**src/rtl/osd_port_pkg.sv**
```systemverilog
package osd_port_pkg;
  localparam int unsigned ADDR_W    = 8;
  localparam int unsigned WORD_W    = 16;
  localparam int unsigned DATA_W    = 14;
  localparam int unsigned MEM_DEPTH = 240;
  localparam int unsigned CTRL_NUM  = 9;
  localparam int unsigned CTRL_BASE = 240;
endpackage

```
**src/rtl/osd_pin_sync.sv**
```systemverilog
module osd_pin_sync #(
  parameter int unsigned       WIDTH = 3,
  parameter logic [WIDTH-1:0]  RST_VAL = '0
) (
  input  logic             clk_i,
  input  logic             rst_ni,
  input  logic [WIDTH-1:0] d_i,
  output logic [WIDTH-1:0] q_o
);
  for (genvar g = 0; g < WIDTH; g++) begin : g_bit
    logic s1, s2;
    always_ff @(posedge clk_i or negedge rst_ni) begin
      if (!rst_ni) begin
        s1 <= RST_VAL[g];
        s2 <= RST_VAL[g];
      end else begin
        s1 <= d_i[g];
        s2 <= s1;
      end
    end
    assign q_o[g] = s2;
  end
endmodule

```
**src/rtl/osd_frame_rx.sv**
```systemverilog
module osd_frame_rx #(
  parameter int unsigned ADDR_W = 8,
  parameter int unsigned WORD_W = 16,
  localparam int unsigned FRAME_W = ADDR_W + WORD_W,
  localparam int unsigned CNT_W = $clog2(FRAME_W + 2)
) (
  input  logic              clk_i,
  input  logic              rst_ni,
  input  logic              sel_s_i,
  input  logic              sclk_s_i,
  input  logic              sdat_s_i,
  output logic              done_o,
  output logic [ADDR_W-1:0] addr_o,
  output logic [WORD_W-1:0] word_o
);
  localparam logic [CNT_W-1:0] CNT_FULL = CNT_W'(FRAME_W);
  localparam logic [CNT_W-1:0] CNT_OVER = CNT_W'(FRAME_W + 1);

  logic               sclk_q, sel_q;
  logic [FRAME_W-1:0] shreg;
  logic [CNT_W-1:0]   cnt;
  logic               rise, frame_end;

  assign rise      = sclk_s_i & ~sclk_q & ~sel_s_i;
  assign frame_end = sel_s_i & ~sel_q;

  always_ff @(posedge clk_i or negedge rst_ni) begin
    if (!rst_ni) begin
      sclk_q <= 1'b0;
      sel_q  <= 1'b1;
      shreg  <= '0;
      cnt    <= '0;
      done_o <= 1'b0;
      addr_o <= '0;
      word_o <= '0;
    end else begin
      sclk_q <= sclk_s_i;
      sel_q  <= sel_s_i;
      if (sel_s_i) begin
        cnt <= '0;
      end else if (rise) begin
        shreg <= {sdat_s_i, shreg[FRAME_W-1:1]};
        if (cnt != CNT_OVER) cnt <= cnt + 1'b1;
      end
      done_o <= frame_end && (cnt == CNT_FULL);
      if (frame_end) begin
        addr_o <= shreg[ADDR_W-1:0];
        word_o <= shreg[FRAME_W-1:ADDR_W];
      end
    end
  end
endmodule

```
**src/rtl/osd_clear_sweep.sv**
```systemverilog
module osd_clear_sweep #(
  parameter int unsigned DEPTH = 240,
  parameter int unsigned ADDR_W = 8
) (
  input  logic              clk_i,
  input  logic              rst_ni,
  output logic              busy_o,
  output logic [ADDR_W-1:0] addr_o
);
  localparam logic [ADDR_W-1:0] LAST = ADDR_W'(DEPTH - 1);

  always_ff @(posedge clk_i or negedge rst_ni) begin
    if (!rst_ni) begin
      busy_o <= 1'b1;
      addr_o <= '0;
    end else if (busy_o) begin
      if (addr_o == LAST) busy_o <= 1'b0;
      else                addr_o <= addr_o + 1'b1;
    end
  end
endmodule

```
**src/rtl/osd_ctrl_bank.sv**
```systemverilog
module osd_ctrl_bank #(
  parameter int unsigned NUM = 9,
  parameter int unsigned DATA_W = 14,
  localparam int unsigned IDX_W = $clog2(NUM)
) (
  input  logic                  clk_i,
  input  logic                  rst_ni,
  input  logic                  we_i,
  input  logic [IDX_W-1:0]      idx_i,
  input  logic [DATA_W-1:0]     data_i,
  output logic [NUM*DATA_W-1:0] regs_o
);
  for (genvar g = 0; g < NUM; g++) begin : g_reg
    always_ff @(posedge clk_i or negedge rst_ni) begin
      if (!rst_ni)                         regs_o[g*DATA_W +: DATA_W] <= '0;
      else if (we_i && idx_i == IDX_W'(g)) regs_o[g*DATA_W +: DATA_W] <= data_i;
    end
  end
endmodule

```
**src/rtl/osd_serial_port.sv**
```systemverilog
module osd_serial_port
  import osd_port_pkg::*;
#(
  parameter int unsigned P_ADDR_W    = ADDR_W,
  parameter int unsigned P_WORD_W    = WORD_W,
  parameter int unsigned P_DATA_W    = DATA_W,
  parameter int unsigned P_MEM_DEPTH = MEM_DEPTH,
  parameter int unsigned P_CTRL_NUM  = CTRL_NUM,
  parameter int unsigned P_CTRL_BASE = CTRL_BASE
) (
  input  logic                             clk_i,
  input  logic                             rst_ni,
  input  logic                             sel_ni,
  input  logic                             sclk_i,
  input  logic                             sdat_i,
  output logic                             mem_we_o,
  output logic [P_ADDR_W-1:0]              mem_addr_o,
  output logic [P_DATA_W-1:0]              mem_data_o,
  output logic [P_CTRL_NUM*P_DATA_W-1:0]   ctrl_o
);
  localparam int unsigned IDX_W = $clog2(P_CTRL_NUM);
  localparam logic [P_ADDR_W-1:0] MEM_TOP  = P_ADDR_W'(P_MEM_DEPTH);
  localparam logic [P_ADDR_W-1:0] CTRL_LO  = P_ADDR_W'(P_CTRL_BASE);
  localparam logic [P_ADDR_W-1:0] CTRL_HI  = P_ADDR_W'(P_CTRL_BASE + P_CTRL_NUM - 1);

  logic [2:0]          pins_s;
  logic                frm_done;
  logic [P_ADDR_W-1:0] frm_addr;
  logic [P_WORD_W-1:0] frm_word;
  logic                sweep_busy;
  logic [P_ADDR_W-1:0] sweep_addr;
  logic                hit_mem, hit_ctrl;
  logic [P_ADDR_W-1:0] ctrl_off;

  osd_pin_sync #(.WIDTH(3), .RST_VAL(3'b100)) i_sync (
    .clk_i, .rst_ni,
    .d_i ({sel_ni, sclk_i, sdat_i}),
    .q_o (pins_s)
  );

  osd_frame_rx #(.ADDR_W(P_ADDR_W), .WORD_W(P_WORD_W)) i_rx (
    .clk_i, .rst_ni,
    .sel_s_i  (pins_s[2]),
    .sclk_s_i (pins_s[1]),
    .sdat_s_i (pins_s[0]),
    .done_o   (frm_done),
    .addr_o   (frm_addr),
    .word_o   (frm_word)
  );

  osd_clear_sweep #(.DEPTH(P_MEM_DEPTH), .ADDR_W(P_ADDR_W)) i_sweep (
    .clk_i, .rst_ni,
    .busy_o (sweep_busy),
    .addr_o (sweep_addr)
  );

  // frames finishing during the sweep are dropped
  assign hit_mem  = frm_done && !sweep_busy && (frm_addr < MEM_TOP);
  assign hit_ctrl = frm_done && !sweep_busy && (frm_addr >= CTRL_LO) && (frm_addr <= CTRL_HI);
  assign ctrl_off = frm_addr - CTRL_LO;

  osd_ctrl_bank #(.NUM(P_CTRL_NUM), .DATA_W(P_DATA_W)) i_ctrl (
    .clk_i, .rst_ni,
    .we_i   (hit_ctrl),
    .idx_i  (ctrl_off[IDX_W-1:0]),
    .data_i (frm_word[P_DATA_W-1:0]),
    .regs_o (ctrl_o)
  );

  assign mem_we_o   = sweep_busy | hit_mem;
  assign mem_addr_o = sweep_busy ? sweep_addr : frm_addr;
  assign mem_data_o = sweep_busy ? '0 : frm_word[P_DATA_W-1:0];
endmodule

```
**config.mk**
```make
export PLATFORM = sky130hd
export DESIGN_NAME = osd_serial_port
export DESIGN_NICKNAME = d
export VERILOG_FILES = /design/src/rtl/osd_port_pkg.sv /design/src/rtl/osd_pin_sync.sv /design/src/rtl/osd_frame_rx.sv /design/src/rtl/osd_clear_sweep.sv /design/src/rtl/osd_ctrl_bank.sv /design/src/rtl/osd_serial_port.sv
export SDC_FILE = /design/constraint.sdc
export NUM_CORES = 1
export LEC_CHECK = 0
export BUFFER_PORTS_ARGS = -buffer_cell sky130_fd_sc_hd__buf_4
export CORE_UTILIZATION = 50
export DETAILED_ROUTE_END_ITERATION = 12
export PLACE_DENSITY_LB_ADDON = 0.15
export SLEW_MARGIN = 20
export SYNTH_ARGS = -nofsm -noshare
export SYNTH_HDL_FRONTEND = slang
export SYNTH_HIERARCHICAL = 1
export SYNTH_SLANG_ARGS = --single-unit
export TNS_END_PERCENT = 30
```
**constraint.sdc**
```tcl
create_clock -name clk_i -period 2.7 [get_ports clk_i]
set_clock_uncertainty 0.05 [all_clocks]
set_input_delay 0 -clock clk_i [delete_from_list [all_inputs] [get_ports clk_i]]
set_output_delay 0 -clock clk_i [all_outputs]
set_load 0.01 [all_outputs]
```
Word-level counts from Yosys, hierarchy flattened
Index checks and enable logic that the tools add are counted.
Storage, ports and cells
  latch bits: 0
  memory bits (writable): 0
  logic and storage cells: 77
  memories kept: 0
  input port bits: 5
  bits in read-only memories: 0
  output and inout bits: 149
  flip-flop bits (word level): 195
Cells by class
  order comparisons: 3
  multiply operators: 0
  shift operators: 0
  multiplexer cells: 7
  $add $sub $neg: 3
  equal/unequal tests: 11
  reduce and logical (&&, ||, !) cells: 21
  divide/modulo/power cells: 0
  bitwise logic cells: 8
Operators with widths (count)
  equality test 4 x 3 -> 1 bit (second input constant): 4
  two-way mux 5 bit: 3
  logical AND 1 bit: 14
  two-way mux 14 bit: 1
  adder 8 x 1 -> 8 bit (second input constant): 1
  equality test 4 x 2 -> 1 bit (second input constant): 2
  equality test 8 bit (second input constant): 1
  greater-or-equal comparator 8 bit (second input constant): 1
  less-or-equal comparator 8 bit (second input constant): 1
  less-than comparator 8 bit (second input constant): 1
  two-way mux 8 bit: 1
  AND reduction 2 bit: 3
  adder 5 x 1 -> 5 bit (second input constant): 1
  equality test 5 bit (second input constant): 1
  != test 5 bit (second input constant): 1
  equality test 4 x 1 -> 1 bit (second input constant): 1
  equality test 4 bit (second input constant): 1
  zero test 4 bit: 1
  inverter 1 bit: 4
  nonzero test 2 bit: 2
  subtractor 4 x 1 -> 4 bit (second input constant): 1
  bitwise AND 1 bit: 3
  two-way mux 1 bit: 2
  zero test 1 bit: 1
  OR 1 bit: 1

Longest topological paths before layout
  word-level depth: 5
  gate-level depth with buffers: 8
  mapped depth without buffers: 5

By module
Netlist, hierarchy kept.
Modules (own cells, without submodules)
  osd_ctrl_bank: seq. area each 3153.0 µm², instances 1, area each 4744.6 µm², cells each 276
  osd_frame_rx: seq. area each 1402.6 µm², instances 1, area each 2288.4 µm², cells each 140
  osd_clear_sweep: seq. area each 226.5 µm², instances 1, area each 416.6 µm², cells each 37
  osd_serial_port: seq. area each 0.0 µm², instances 1, area each 260.2 µm², cells each 29
  osd_pin_sync: seq. area each 152.6 µm², instances 1, area each 175.2 µm², cells each 9

Least setup slack after synthesis
OpenSTA, ideal clock, no wires.
  path kind: reg2reg
  from: reg i_rx.addr_o[2]
  to: reg i_ctrl.regs_o[45]
  arrival: 2.244 ns
  period minus slack after synthesis: 2.418 ns
  library setup time: 0.125 ns
  data required time: 2.525 ns
  path buffers: 2
  stages on the path, launching flop included: 8
  setup slack: 0.282 ns
  cells stage by stage: dfrtp_1 -> o31a_1 -> nor4b_2 -> nor3b_2 -> and3_1 -> buf_2 -> buf_4 -> mux2_2
On the way
  word-level cells in the longest chain between the ends: 4
  elaborated cells between the ends (all ways): 7
  those cells by class: 1 x add/sub; 2 x order compare; 1 x eq/ne; 3 x reduce/logical
RTL lines
  start: declaration: RTL line osd_frame_rx.sv:13  | output logic [ADDR_W-1:0] addr_o,
  start signal: assignment: RTL line osd_frame_rx.sv:47  | addr_o <= shreg[ADDR_W-1:0];
  greater-or-equal comparator 8 bit: RTL line osd_serial_port.sv:59  | assign hit_ctrl = frm_done && !sweep_busy && (frm_addr >= CTRL_LO) && (frm_addr <= CTRL_HI);
  logical AND 1 bit: RTL line osd_serial_port.sv:59
  logical AND 1 bit *: RTL line osd_serial_port.sv:59
  named net hit_ctrl: RTL line osd_serial_port.sv:32  | logic hit_mem, hit_ctrl;
  logical AND 1 bit *: RTL line osd_ctrl_bank.sv:16  | else if (we_i && idx_i == IDX_W'(g)) regs_o[g*DATA_W +: DATA_W] <= data_i;
  end signal: indexed assignment: RTL line osd_ctrl_bank.sv:16
  end: declaration: RTL line osd_ctrl_bank.sv:11  | output logic [NUM*DATA_W-1:0] regs_o
Mark *: on every way through the listed nets, which the timed path passes. The rest lies on a longest branch.
A chain may end at the register's enable or synchronous reset.

Worst setup path in the final report
  from: reg i_rx.addr_o[2]
  to: reg i_ctrl.regs_o[59]
The elaborated chain is that of the path after synthesis.

==> metrics.md <==
| Metric | Value |
|---|---|
| Die area | ~16,000 um2 |
| Dpl ws | about 0.15 ns |
| Clock H-tree levels | 4 |
| Hold WS | ~0.16 ns |
| Layout cells sized above 1 | 0.5796 |
| Antenna viol nets, final | 0 |
| Crit path launch type | register |
| Final core occ | 0.6409 |
| Final hold vios | 0 |
| Num rows | 45 |
| DR pass1 iterations | 4 |
| CTS tree | built |
| Fin cells | 854 |
| Status | finished clean |
| Die Y | about 130 um |
| Most frequent cells in the layout | dfrtp_1, buf_4, mux2_2, mux2_4, clkbuf_16 |
| Minimum clock period | between 2 and 3 ns |
| Fillers | approximately 1,200 |
| CTS Buf Count | 17 |
| Largest net degree at the start of global routing | 93 |
| Worst vdd rail ir drop | around 0.46 mV |
| Unrepaired setup endpoints after global routing | no |
| Port Buffer Count | 153 |
| Post-CTS Setup Inserts | 0 |
| CP top delay family | simple AND/OR/NAND/NOR gates |
| First DRT Iteration DRCs | around 220 |
| Clock sink count | between 150 and 200 |
| Critical Path Slowest Stage Cell | or3_1 |
| P_leak | about 5.2 nW |
| # setup viols final | 0 |
| Initial core utilization | 0.5134 |
| Root buffer cell | clkbuf_16 |
| DR WL/cell | about 20 um |
| Number of antenna violations at the first check in global routing | 0 |
| Fin crit share | 0.9495 |
| Setup tns final | 0 ns |
| Final worst slack | around 0.14 ns |
| Mean Syn Cell Area | 16.03 um2 |
| Cell Chain, Critical Path | o31a_1 > nor4b_2 > nand3b_4 > or3_1 > mux2_1 |
| Fin nets | between 600 and 700 |
| HPWL after DPL | 11,400 um |
| Crit path kind | reg2reg |
| HP Class | in2async |
| Max Cap Violations | 0 |
| Critical path required time | approximately 3.0 ns |
| CTS clk-pin slew, worst paths | ~0.060 ns |
| Slew Viols, Final | 0 |
| Final Total Pwr | between 5 and 6 mW |
| Resized cells post-CTS | 0 |
| Buf/Inv on CP | 0 |
| Cell count after placement | ~820 |
| Post-route DRC | 0 |
| Dpl cell area | just over 9000 um2 |
| First-pass GRT wire length | 26,400 um |
| Final GP Congestion | 0.7937 |
| Routed Wire Length | about 17,000 um |
| Via count | ~4,600 |
| Post-CTS Hold Buffers | 4 |
| Grt ovf | 0 |
| Post-Syn Area | just under 8000 um2 |
| Setup crit end kind | register |
| # diodes | 0 |
| Crit path max fanout | 14 |
| Synth Net Count | just under 500 |
| Ys Warns | 6 |
| Slowest stage delay, CP | roughly 0.64 ns |
| Slew Limit Headroom | 0.4769 |
| Cell area power density | just over 600 nW/um2 |
| Area grow syn2layout | 24.83% |
| GRT Overall Usage | 0.2202 |
| FMAX | 390.1 MHz |
| Num ports | 154 |
| Vias in the first global route | approximately 4,700 |
| Worst-Skew Late Latency | 0.42 ns |
| CTS Buffer Depth | 2 |
| Core Box Area | between 15,000 and 20,000 um2 |
| Most common cell after layout, fill and taps aside | dfrtp_1 |
| Chip width | between 100 and 150 um |
| Critical path arrival | about 2.8 ns |
| Design area | just under 10,000 um2 |
| Vias/cell | between 5 and 6 |
| Slew @ Worst Pin | 0.7846 ns |
| Gate Count Post-Synth | about 500 |
-- worst reg2reg max path, cell delays in order, from the launching register on --
cell and delay, ns:
dfrtp_1 0.38, o31a_1 0.30, nor4b_2 0.47, nand3b_4 0.15, or3_1 0.64, mux2_1 0.45
-- final cells by class --
cell class	instances	area (um2)	area share
clock buffers	21	470.5	0.04829
clock inverters	10	83.83	0.008604
inverters	5	18.77	0.001926
multi-input cells	264	2725	0.2797
flip-flops and latches	195	4885	0.5013
well taps	188	235.2	0.02414
repair buffers	171	1325	0.1360
-- per-layer routing --
metal	up-vias	track usage	share of wire
met3	31	0.04597	0.036
met1	2365	0.2829	0.43
li1	2057	-	-
met2	114	0.3678	0.51
met4	0	0.08613	0.024
met5	-	0	0
-- worst paths after layout --
kind / start / to / slack, ns / cells after the start
setup / recovery: i_rx/addr_o[2] / i_ctrl/regs_o[59] / 0.14 / 5
hold / removal: rst_ni / i_sweep/addr_o[7] / 0.16 / 2
setup reg to reg: i_rx/addr_o[2] / i_ctrl/regs_o[59] / 0.14 / 5
hold reg to reg: i_sync/g_bit[1].s1 / i_sync/g_bit[1].s2 / 0.30 / 0
max in group asynchronous: rst_ni / i_rx/word_o[5] / 1.66 / 3
min in group clk_i: sel_ni / i_sync/g_bit[2].s1 / 0.18 / 2
-- sequential cells by signal, summed over array words and instances (netlist names) --
register         count
i_rx/sel_q           1
i_sync/g_bit.s1      3
i_sweep/addr_o       8
i_ctrl/regs_o      126
i_rx/sclk_q          1
i_rx/cnt             5
i_sweep/busy_o       1
i_rx/word_o         14
i_sync/g_bit.s2      3
i_rx/shreg          24
i_rx/addr_o          8
i_rx/done_o          1
-- power by group --
group	switching, mW	internal (mW)
Clock	1.02	1.33
Sequential	0.244	3.03
Combinational	0.155	0.219
(Power assumes the default switching activity.)
